**src/rtl/evt_regblk_pkg.sv**
```systemverilog
package evt_regblk_pkg;

  // Channel configuration: software-writable bits
  localparam logic [15:0] CH_CFG_WMASK = 16'h7F4E;
  localparam int          CH_NARROW_BIT = 8;

  // Word offsets inside a channel slot
  typedef enum logic [2:0] {
    CW_CFG_LO = 3'd0,
    CW_CFG_HI = 3'd1,
    CW_CMP_LO = 3'd2,
    CW_CMP_HI = 3'd3,
    CW_RT_LO  = 3'd4,
    CW_RT_HI  = 3'd5,
    CW_RSV6   = 3'd6,
    CW_RSV7   = 3'd7
  } chan_word_e;

  // Word indices of the global registers (byte offset / 4)
  localparam logic [5:0] GW_CAP_LO = 6'd0;
  localparam logic [5:0] GW_CAP_HI = 6'd1;
  localparam logic [5:0] GW_CFG_LO = 6'd4;
  localparam logic [5:0] GW_STS    = 6'd8;
  localparam logic [5:0] GW_CNT_LO = 6'd60;
  localparam logic [5:0] GW_CNT_HI = 6'd61;

  // First word address of the channel area (0x100 / 32 per slot)
  localparam logic [4:0] CH_SLOT_BASE = 5'd8;

  function automatic logic [31:0] cap_low(input int nch, input logic [15:0] vendor);
    logic [4:0] nfield;
    nfield = 5'(nch - 1);
    return {vendor, 1'b1, 1'b0, 1'b1, nfield, 8'h01};
  endfunction

  function automatic logic [15:0] merge_masked(input logic [15:0] old_v,
                                               input logic [15:0] new_v,
                                               input logic [15:0] mask);
    return (new_v & mask) | (old_v & ~mask);
  endfunction

  function automatic logic [15:0] chan_fixed_bits(input logic msg_cap);
    return {msg_cap, 15'h0030};
  endfunction

endpackage

```
**src/rtl/evt_main_ctr.sv**
```systemverilog
module evt_main_ctr #(
  parameter int CW = 64
) (
  input  logic              clk,
  input  logic              rst_n,
  input  logic              run,
  input  logic              tick,
  input  logic              wr_lo,
  input  logic              wr_hi,
  input  logic [CW/2-1:0]   wdata,
  output logic [CW-1:0]     count
);
  localparam int HALF = CW / 2;
  localparam logic [CW-1:0] ONE = {{(CW-1){1'b0}}, 1'b1};

  logic [CW-1:0] cnt_q;

  always_ff @(posedge clk) begin
    if (!rst_n) begin
      cnt_q <= '0;
    end else if (wr_lo) begin
      cnt_q[HALF-1:0] <= wdata;
    end else if (wr_hi) begin
      cnt_q[CW-1:HALF] <= wdata;
    end else if (run && tick) begin
      cnt_q <= cnt_q + ONE;
    end
  end

  assign count = cnt_q;
endmodule

```
**src/rtl/evt_glb_regs.sv**
```systemverilog
module evt_glb_regs #(
  parameter int NUM_CH = 3
) (
  input  logic              clk,
  input  logic              rst_n,
  input  logic              wr_cfg,
  input  logic [1:0]        cfg_wdata,
  input  logic              wr_sts,
  input  logic [NUM_CH-1:0] sts_wdata,
  input  logic [NUM_CH-1:0] sts_set,
  output logic              en,
  output logic              legacy,
  output logic              en_rise,
  output logic              en_fall,
  output logic [NUM_CH-1:0] sts
);
  logic              en_q, en_d1_q, leg_q;
  logic [NUM_CH-1:0] sts_q, sts_keep, sts_new;

  always_ff @(posedge clk) begin
    if (!rst_n) begin
      en_q    <= 1'b0;
      leg_q   <= 1'b0;
      en_d1_q <= 1'b0;
    end else begin
      en_d1_q <= en_q;
      if (wr_cfg) begin
        en_q  <= cfg_wdata[0];
        leg_q <= cfg_wdata[1];
      end
    end
  end

  assign en_rise = en_q & ~en_d1_q;
  assign en_fall = ~en_q & en_d1_q;

  // write-one-to-clear and disarm wipe, then gated sets (set wins)
  always_comb begin
    sts_keep = sts_q;
    if (wr_sts)  sts_keep = sts_keep & ~sts_wdata;
    if (en_fall) sts_keep = '0;
    sts_new = sts_keep | (sts_set & {NUM_CH{en_q}});
  end

  always_ff @(posedge clk) begin
    if (!rst_n) sts_q <= '0;
    else        sts_q <= sts_new;
  end

  assign en     = en_q;
  assign legacy = leg_q;
  assign sts    = sts_q;
endmodule

```
**src/rtl/evt_chan_regs.sv**
```systemverilog
module evt_chan_regs
  import evt_regblk_pkg::*;
#(
  parameter logic        MSG_CAP = 1'b0,
  parameter logic [31:0] INT_CAP = 32'h00F0_0000
) (
  input  logic        clk,
  input  logic        rst_n,
  input  logic        wr,
  input  logic [2:0]  word,
  input  logic [31:0] wdata,
  output logic [15:0] cfg,
  output logic [63:0] cmp,
  output logic [63:0] route,
  output logic [31:0] rd_data
);
  logic [15:0] cfg_q;
  logic [63:0] cmp_q, rt_q;
  logic        narrow;
  chan_word_e  w;

  assign w      = chan_word_e'(word);
  assign narrow = cfg_q[CH_NARROW_BIT];

  always_ff @(posedge clk) begin
    if (!rst_n) begin
      cfg_q <= '0;
      cmp_q <= '1;
      rt_q  <= '0;
    end else if (wr) begin
      unique case (w)
        CW_CFG_LO: begin
          cfg_q <= merge_masked(cfg_q, wdata[15:0], CH_CFG_WMASK);
          if (wdata[CH_NARROW_BIT]) cmp_q[63:32] <= '0;
        end
        CW_CMP_LO: cmp_q[31:0] <= wdata;
        CW_CMP_HI: if (!narrow) cmp_q[63:32] <= wdata;
        CW_RT_LO:  rt_q[31:0]  <= wdata;
        CW_RT_HI:  rt_q[63:32] <= wdata;
        default: ;
      endcase
    end
  end

  assign cfg   = (cfg_q & CH_CFG_WMASK) | chan_fixed_bits(MSG_CAP);
  assign cmp   = cmp_q;
  assign route = rt_q;

  always_comb begin
    unique case (w)
      CW_CFG_LO: rd_data = {16'h0000, cfg};
      CW_CFG_HI: rd_data = INT_CAP;
      CW_CMP_LO: rd_data = cmp_q[31:0];
      CW_CMP_HI: rd_data = cmp_q[63:32];
      CW_RT_LO:  rd_data = rt_q[31:0];
      CW_RT_HI:  rd_data = rt_q[63:32];
      default:   rd_data = '0;
    endcase
  end
endmodule

```
**src/rtl/evt_regblk.sv**
```systemverilog
module evt_regblk
  import evt_regblk_pkg::*;
#(
  parameter int          NUM_CH  = 3,
  parameter logic [31:0] TICK_FS = 32'd10_000_000,
  parameter logic [15:0] VENDOR  = 16'h1D0C,
  parameter logic        MSG_CAP = 1'b0,
  parameter logic [31:0] INT_CAP = 32'h00F0_0000
) (
  input  logic                 clk,
  input  logic                 rst_n,
  input  logic                 tick_i,
  input  logic                 wr_en_i,
  input  logic                 rd_en_i,
  input  logic [9:2]           addr_i,
  input  logic [31:0]          wdata_i,
  output logic [31:0]          rdata_o,
  input  logic [NUM_CH-1:0]    sts_set_i,
  output logic                 glb_en_o,
  output logic                 legacy_o,
  output logic [63:0]          count_o,
  output logic [NUM_CH-1:0]    arm_o,
  output logic [NUM_CH-1:0]    disarm_o,
  output logic [16*NUM_CH-1:0] ch_cfg_o,
  output logic [64*NUM_CH-1:0] ch_cmp_o,
  output logic [64*NUM_CH-1:0] ch_route_o
);
  localparam int         CNT_W = 64;
  localparam logic [4:0] NCH5  = 5'(NUM_CH);

  // ---------------- address decode ----------------
  logic       is_chan, chan_ok;
  logic [4:0] chan_idx;
  logic [5:0] gword;
  logic [2:0] cword;

  assign is_chan  = |addr_i[9:8];
  assign chan_idx = addr_i[9:5] - CH_SLOT_BASE;
  assign chan_ok  = is_chan && (chan_idx < NCH5);
  assign gword    = addr_i[7:2];
  assign cword    = addr_i[4:2];

  // named internal events (also observed by the checker)
  logic glb_wr, cfg_wr_ev, sts_wr_ev, ctr_wr_lo_ev, ctr_wr_hi_ev, ctr_wr_ev;
  assign glb_wr       = wr_en_i && !is_chan;
  assign cfg_wr_ev    = glb_wr && (gword == GW_CFG_LO);
  assign sts_wr_ev    = glb_wr && (gword == GW_STS);
  assign ctr_wr_lo_ev = glb_wr && (gword == GW_CNT_LO);
  assign ctr_wr_hi_ev = glb_wr && (gword == GW_CNT_HI);
  assign ctr_wr_ev    = ctr_wr_lo_ev | ctr_wr_hi_ev;

  // ---------------- global state ----------------
  logic              en, legacy, en_rise, en_fall;
  logic [NUM_CH-1:0] sts;

  evt_glb_regs #(.NUM_CH(NUM_CH)) u_glb (
    .clk       (clk),
    .rst_n     (rst_n),
    .wr_cfg    (cfg_wr_ev),
    .cfg_wdata (wdata_i[1:0]),
    .wr_sts    (sts_wr_ev),
    .sts_wdata (wdata_i[NUM_CH-1:0]),
    .sts_set   (sts_set_i),
    .en        (en),
    .legacy    (legacy),
    .en_rise   (en_rise),
    .en_fall   (en_fall),
    .sts       (sts)
  );

  logic [CNT_W-1:0] count;

  evt_main_ctr #(.CW(CNT_W)) u_ctr (
    .clk   (clk),
    .rst_n (rst_n),
    .run   (en),
    .tick  (tick_i),
    .wr_lo (ctr_wr_lo_ev),
    .wr_hi (ctr_wr_hi_ev),
    .wdata (wdata_i),
    .count (count)
  );

  // ---------------- channels ----------------
  logic [31:0] chan_rd [NUM_CH];
  logic [63:0] chan_cmp [NUM_CH];

  for (genvar i = 0; i < NUM_CH; i++) begin : g_ch
    logic ch_wr;
    assign ch_wr = wr_en_i && chan_ok && (chan_idx == 5'(i));

    evt_chan_regs #(.MSG_CAP(MSG_CAP), .INT_CAP(INT_CAP)) u_ch (
      .clk     (clk),
      .rst_n   (rst_n),
      .wr      (ch_wr),
      .word    (cword),
      .wdata   (wdata_i),
      .cfg     (ch_cfg_o[16*i +: 16]),
      .cmp     (chan_cmp[i]),
      .route   (ch_route_o[64*i +: 64]),
      .rd_data (chan_rd[i])
    );

    assign ch_cmp_o[64*i +: 64] = chan_cmp[i];
    assign arm_o[i]    = en_rise & ~(&chan_cmp[i]);
    assign disarm_o[i] = en_fall;
  end

  // ---------------- read path ----------------
  logic [31:0] rd_val;

  always_comb begin
    rd_val = '0;
    if (is_chan) begin
      for (int i = 0; i < NUM_CH; i++) begin
        if (chan_ok && (chan_idx == 5'(i))) rd_val = chan_rd[i];
      end
    end else begin
      unique case (gword)
        GW_CAP_LO: rd_val = cap_low(NUM_CH, VENDOR);
        GW_CAP_HI: rd_val = TICK_FS;
        GW_CFG_LO: rd_val = {30'd0, legacy, en};
        GW_STS:    rd_val = {{(32-NUM_CH){1'b0}}, sts};
        GW_CNT_LO: rd_val = count[31:0];
        GW_CNT_HI: rd_val = count[63:32];
        default:   rd_val = '0;
      endcase
    end
  end

  always_ff @(posedge clk) begin
    if (!rst_n)       rdata_o <= '0;
    else if (rd_en_i) rdata_o <= rd_val;
  end

  assign glb_en_o = en;
  assign legacy_o = legacy;
  assign count_o  = count;
endmodule

```
**config.mk**
```make
export PLATFORM = sky130hd
export DESIGN_NAME = evt_regblk
export DESIGN_NICKNAME = d
export VERILOG_FILES = /design/src/rtl/evt_regblk_pkg.sv /design/src/rtl/evt_main_ctr.sv /design/src/rtl/evt_glb_regs.sv /design/src/rtl/evt_chan_regs.sv /design/src/rtl/evt_regblk.sv
export SDC_FILE = /design/constraint.sdc
export NUM_CORES = 1
export LEC_CHECK = 0
export BUFFER_PORTS_ARGS = -buffer_cell sky130_fd_sc_hd__buf_2
export CORE_MARGIN = 2
export CORE_UTILIZATION = 52
export CTS_BUF_LIST = sky130_fd_sc_hd__clkbuf_2 sky130_fd_sc_hd__clkbuf_4 sky130_fd_sc_hd__clkbuf_8
export DETAILED_ROUTE_END_ITERATION = 8
export HOLD_SLACK_MARGIN = 0.06
export PLACE_DENSITY_LB_ADDON = 0.05
export SYNTH_ARGS = -nofsm -noshare
export SYNTH_HDL_FRONTEND = slang
export SYNTH_HIERARCHICAL = 1
export SYNTH_SLANG_ARGS = --single-unit
```
**constraint.sdc**
```tcl
create_clock -name clk -period 5.1 [get_ports clk]
set_clock_uncertainty 0.05 [all_clocks]
set_input_delay 0.255 -clock clk [delete_from_list [all_inputs] [get_ports clk]]
set_output_delay 0.255 -clock clk [all_outputs]
set_load 0.02 [all_outputs]
```
Word-level counts from Yosys, hierarchy flattened
Index checks and enable logic that the tools add are counted.

Word-level logic and storage cells: 123. Register bits: 534. Output and inout bits: 536. Bits of input ports: 48.

Add/subtract/negate cells: 2. Equality and inequality tests: 17. Magnitude comparators: 1. Reduce and logical (&&, ||, !) cells: 42. Bitwise gates (word level): 18. Mux-type cells: 21.

Operators with widths (count): case mux 32 bit (6 select lines) (4); 2-to-1 mux 32 bit (11); case mux 32 bit (2 select lines) (3); AND reduction 64 bit (3); adder 64 x 1 -> 64 bit (second input constant) (1); 2-to-1 mux 64 bit (1); bitwise OR 15 x 16 -> 16 bit (3); AND reduction 2 bit (14); logical AND 1 bit (14); equality test 6 bit (second input constant) (2); AND reduction 4 bit (3); != test 2 bit (second input constant) (5); bitwise AND 3 bit (2); equality test 3 x 2 -> 1 bit (second input constant) (2); equality test 3 bit (second input constant) (2); equality test 6 x 1 -> 1 bit (second input constant) (1); equality test 6 x 3 -> 1 bit (second input constant) (1); equality test 6 x 4 -> 1 bit (second input constant) (1); zero test 6 bit (1); 2-to-1 mux 3 bit (2); NOT 1 bit (6); nonzero test 2 bit (3); bitwise AND 1 bit (5); equality test 5 x 1 -> 1 bit (second input constant) (1); other kinds (10) (10).

Longest topological paths before layout
Depth after elaboration: 8. Gate-level depth with buffers: 14. Gate-level depth less buffers: 9.

By module
The synthesis kept the hierarchy.

Modules (own cells, without submodules): evt_chan_regs (sequential area each 2782.7 µm², cells each 702, instances 3, area each 5911.9 µm²); evt_main_ctr (sequential area each 1281.2 µm², cells each 569, instances 1, area each 4280.4 µm²); evt_regblk (sequential area each 640.6 µm², cells each 402, instances 1, area each 3076.7 µm²); evt_glb_regs (sequential area each 120.1 µm², cells each 20, instances 1, area each 237.7 µm²).

Worst setup path before layout
No wires, ideal clock.

Path kind: input port to flip-flop. From: input addr_i[5] in the netlist's numbering. To: register u_ctr.cnt_q[50] (netlist: u_ctr/count[50]). Setup slack: 2098 ps. Setup time: 71 ps. Buffers on the path: 4. Stages on the path: 13. Arrival time: 2881 ps. Cell sequence: buf_2 -> nand4_1 -> nor2_1 -> buf_2 -> nand3_1 -> nor2_1 -> clkbuf_1 -> a21oi_1 -> or2_2 -> clkbuf_1 -> or4_1 -> o32ai_1 -> o21bai_1.

Longest elaborated chain between the ends: 4. Elaborated cells between the ends (all ways): 8.

RTL lines: start: declaration (line evt_regblk.sv:15) `input logic [9:2] addr_i,`; equality test 6 bit (*) (line evt_regblk.sv:49) `assign ctr_wr_hi_ev = glb_wr && (gword == GW_CNT_HI);`; logical AND 1 bit (*) (line evt_regblk.sv:49); net ctr_wr_hi_ev (line evt_regblk.sv:44) `logic glb_wr, cfg_wr_ev, sts_wr_ev, ctr_wr_lo_ev, ctr_wr_hi_ev, ctr_wr_ev;`; nonzero test 2 bit (no line); AND reduction 2 bit (no line); end signal: indexed assignment (line evt_main_ctr.sv:22) `cnt_q[HALF-1:0] <= wdata;`; end signal: indexed assignment (line evt_main_ctr.sv:24) `cnt_q[CW-1:HALF] <= wdata;`; end signal: assignment (line evt_main_ctr.sv:26) `cnt_q <= cnt_q + ONE;`; end: declaration (line evt_main_ctr.sv:16) `logic [CW-1:0] cnt_q;`.

Mark *: on every way through the listed nets, which the timed path passes. The rest lies on a longest branch. A chain may end at the register's enable or synchronous reset.

Worst setup path in the final report
From: input addr_i[6] in the netlist's numbering. To: register u_ctr.cnt_q[50] (netlist: u_ctr/count[50]).

The elaborated chain is that of the path after synthesis.

==> results.sh <==
export IMPL_status="finished clean"
export IMPL_path_class="in -> reg"
export IMPL_cts_setup_buffers=0
export IMPL_use_met3_pct=15.5
export IMPL_period_minus_slack_ps=3510
export IMPL_drv_cap=0
export IMPL_ys_types=86
export IMPL_cp_start_kind="input pin"
export IMPL_wire_per_inst_um=29.0
export IMPL_first_iter_violations=4565
export IMPL_drive_gt1_share_pct=23.1
export IMPL_cp_max_fo=42
export IMPL_total_leakage_power_nw=12.5
export IMPL_synthMuxAreaShare_pct=7.30
export IMPL_place_ws_ps=995
export IMPL_core_area_um2=47900
export IMPL_num_vias=28417
export IMPL_final_setup_viol_count=0
export IMPL_portBuffers=568
export IMPL_chipHeight_um=225
export IMPL_viasPerCell=6.70
export IMPL_synth_largest_area_cell="dfxtp_1"
export IMPL_synth_edff_count=0
export IMPL_ys_warn_count=6
export IMPL_max_freq_ghz=0.285
export IMPL_grt_util_met1_pct=63.2
export IMPL_seq_area_frac_synth_pct=41.0
export IMPL_hold_viol_final=0
export IMPL_yosysMostFrequentCell="nand2_1"
export IMPL_clk_path_buf_depth=3
export IMPL_crit_arrival_ps=4090
export IMPL_synth_area_um2=25300
export IMPL_worst_slack_ps=1590
export IMPL_switching_share_pct=27.4
export IMPL_dpl_cell_count=4049
export IMPL_clock_power_share_pct=45.2
export IMPL_synth_top_flop_cell="dfxtp_1"
export IMPL_dpl_instance_area_um2=27900
export IMPL_p_seq_share_pct=46.4
export IMPL_grt_pass1_vias=25360
export IMPL_critPathRequiredTime_ps=5680
export IMPL_clk_latency_ps=700
export IMPL_tns_ps=0
export IMPL_dieArea_um2=50500
export IMPL_cp_end_kind="flip-flop"
export IMPL_grt_max_degree=108
export IMPL_synth_simple_area_share_pct=24.0
export IMPL_min_path_type="in -> reg"
export IMPL_synth_compound_area_share_pct=20.3
export IMPL_final_area_um2=30100
export IMPL_worstMarginPinSlew_ps=1320
export IMPL_syn2layout_area_growth_pct=18.9
export IMPL_async_reset_ff_share_pct=0
export IMPL_vdd_ir_drop_max_v=0.000251
export IMPL_grtUsageMet2_pct=64.7
export IMPL_ys_ff_latch=519
export IMPL_htreeDepth=3
export IMPL_synth_xor_area_share_pct=0.968
export IMPL_slew_violations=0
export IMPL_final_nets=3609
export IMPL_cts_tree="yes"
export IMPL_first_pass_iters=8
export IMPL_synth_top_family_by_area="simple AND/OR/NAND/NOR gates"
export IMPL_final_antenna_net_count=0
export IMPL_dp_hpwl_mm=84.0
export IMPL_grt_pass1_wl_mm=174
export IMPL_ctsRootBufferMaster="clkbuf_8"
export IMPL_cts_sinks=519
export IMPL_final_cell_count_no_fill=4244
export IMPL_drc=0
export IMPL_fillCellCount=4290
export IMPL_routed_wl_mm=123
export IMPL_yosys_top_cells_area="dfxtp_1 (41%), nand2_1 (11%), a21oi_1 (6.0%)"
export IMPL_die_w_um=225
export IMPL_syn_area_per_cell_um2=8.18
export IMPL_min_period_over_period_pct=68.7
export IMPL_syn_inst=3097
export IMPL_rsz0062_at_grt="no"
export IMPL_gr_total_overflow=0
export IMPL_clk_pin_slew_ps=70
export IMPL_rows=80
export IMPL_synth_fa_ha_area_share_pct=0.148
export IMPL_yosys_area_top_type_share_pct=41.0
export IMPL_yosys_top_cells_count="nand2_1 (768), dfxtp_1 (519), a21oi_1 (305)"
export IMPL_io_pin_count=584
export IMPL_globalplace_congestion=0.988
export IMPL_switching_power_mw=2.45
export IMPL_top_usage_layer="met2"
export IMPL_cts_made_buffers=89
export IMPL_power_internal_mw=6.48
export IMPL_combPwrFrac_pct=8.4
export IMPL_timing_slew_headroom_pct=12.0
export IMPL_track_usage_pct=46.5
export IMPL_antenna_found_initial=10
export IMPL_start_util_pct=52.8
export IMPL_power_density_nw_per_um2=296
worst max-delay path, stage by stage:
cell and delay [ps]:
buf_2 640, nand4_1 410, nor2_1 190, buf_4 210, nand3_1 130, nor2_2 530, a21oi_1 160, or2_2 620
or4_1 560, o32ai_1 210, o21bai_1 150
placed cells by master, fill, tap and decap left out, drive strengths merged, types with 24 or more instances in the layout:
master,synthesis,routed
a21oi,305,305
a221o,99,99
a22oi,52,52
a31oi,26,26
buf,169,613
clkbuf,116,141
dfxtp,519,519
dlygate4sd3,0,33
mux2,30,30
mux2i,151,151
nand2,768,768
nand2b,28,28
nand3,143,143
nand4,82,82
nor2,94,94
nor4,28,28
o211ai,24,24
o21ai,44,44
o221ai,47,47
o22ai,50,50
worst paths after layout:
| check | cells past startpoint | to | start | slack (ps) |
|---|---|---|---|---|
| setup / recovery | 11 | u_ctr/count[50] | addr_i[6] | 1590 |
| hold / removal | 3 | g_ch[1].u_ch/route[32] | wdata_i[0] | 130 |
| setup reg to reg | 5 | u_ctr/count[51] | u_ctr/count[9] | 1740 |
| hold reg to reg | 2 | g_ch[1].u_ch/route[19] | g_ch[1].u_ch/route[19] | 420 |
power by group through the flow:
stage | logic, mW | registers (mW) | clock network, mW
floorplan | 0.368 | 4.23 | 0
global placement | 0.684 | 4.22 | 0
detailed placement | 0.692 | 4.22 | 0
CTS | 0.713 | 4.14 | 4.01
global route | 0.765 | 4.14 | 4.20
finish | 0.754 | 4.14 | 4.03
registers in the layout (all words and copies together) (netlist names):
name / count
g_ch.u_ch/cmp: 192
rdata_o: 32
g_ch.u_ch/route: 192
g_ch.u_ch/cfg_q: 33
u_glb/sts: 3
u_ctr/count: 64
u_glb/en: 1
u_glb/legacy: 1
u_glb/en_d1_q: 1
per-stage QoR:
stage	total power [mW]	hold WS, ps	util [%]
finish	8.93	131	62.8
global route	9.10	93.1	62.8
CTS	8.86	63.3	62.8
detailed placement	4.92	406	58.2
global placement	4.91	402	58.2
floorplan	4.59	329	-
area by class of cell:
class                   count  area, um2  area share [%]
multi-input cells        2282      13500            44.7
inverters                  20       75.1           0.249
repair buffers            646       3540            11.7
clock buffers             141       1770            5.86
well taps                 615        769            2.55
clock inverters            17        113           0.374
diodes                      4       10.0          0.0332
flip-flops and latches    519      10400            34.5
what timing repair did:
action	4_1_cts	5_1_grt
hold buffers	33	0
hold endpoints to repair	175	0
gates resized for setup	0	0
cells by family (layout without fill, tap and decap cells):
group           after synthesis  count (layout)
compound gates              757             757
xor+xnor                     28              28
fa+ha+maj                     3               3
buf+inv                     305             824
flops                       519             519
mux                         181             181
other cells                   6              19
simple gates               1298            1298
metal layers:
layer,part of all wire (%),vias to the layer above
met5,0.064,-
met4,5.9,8
met3,15,372
met2,41,2436
met1,38,13487
li1,-,12114
No activity file was read; power rests on OpenSTA's default activity.
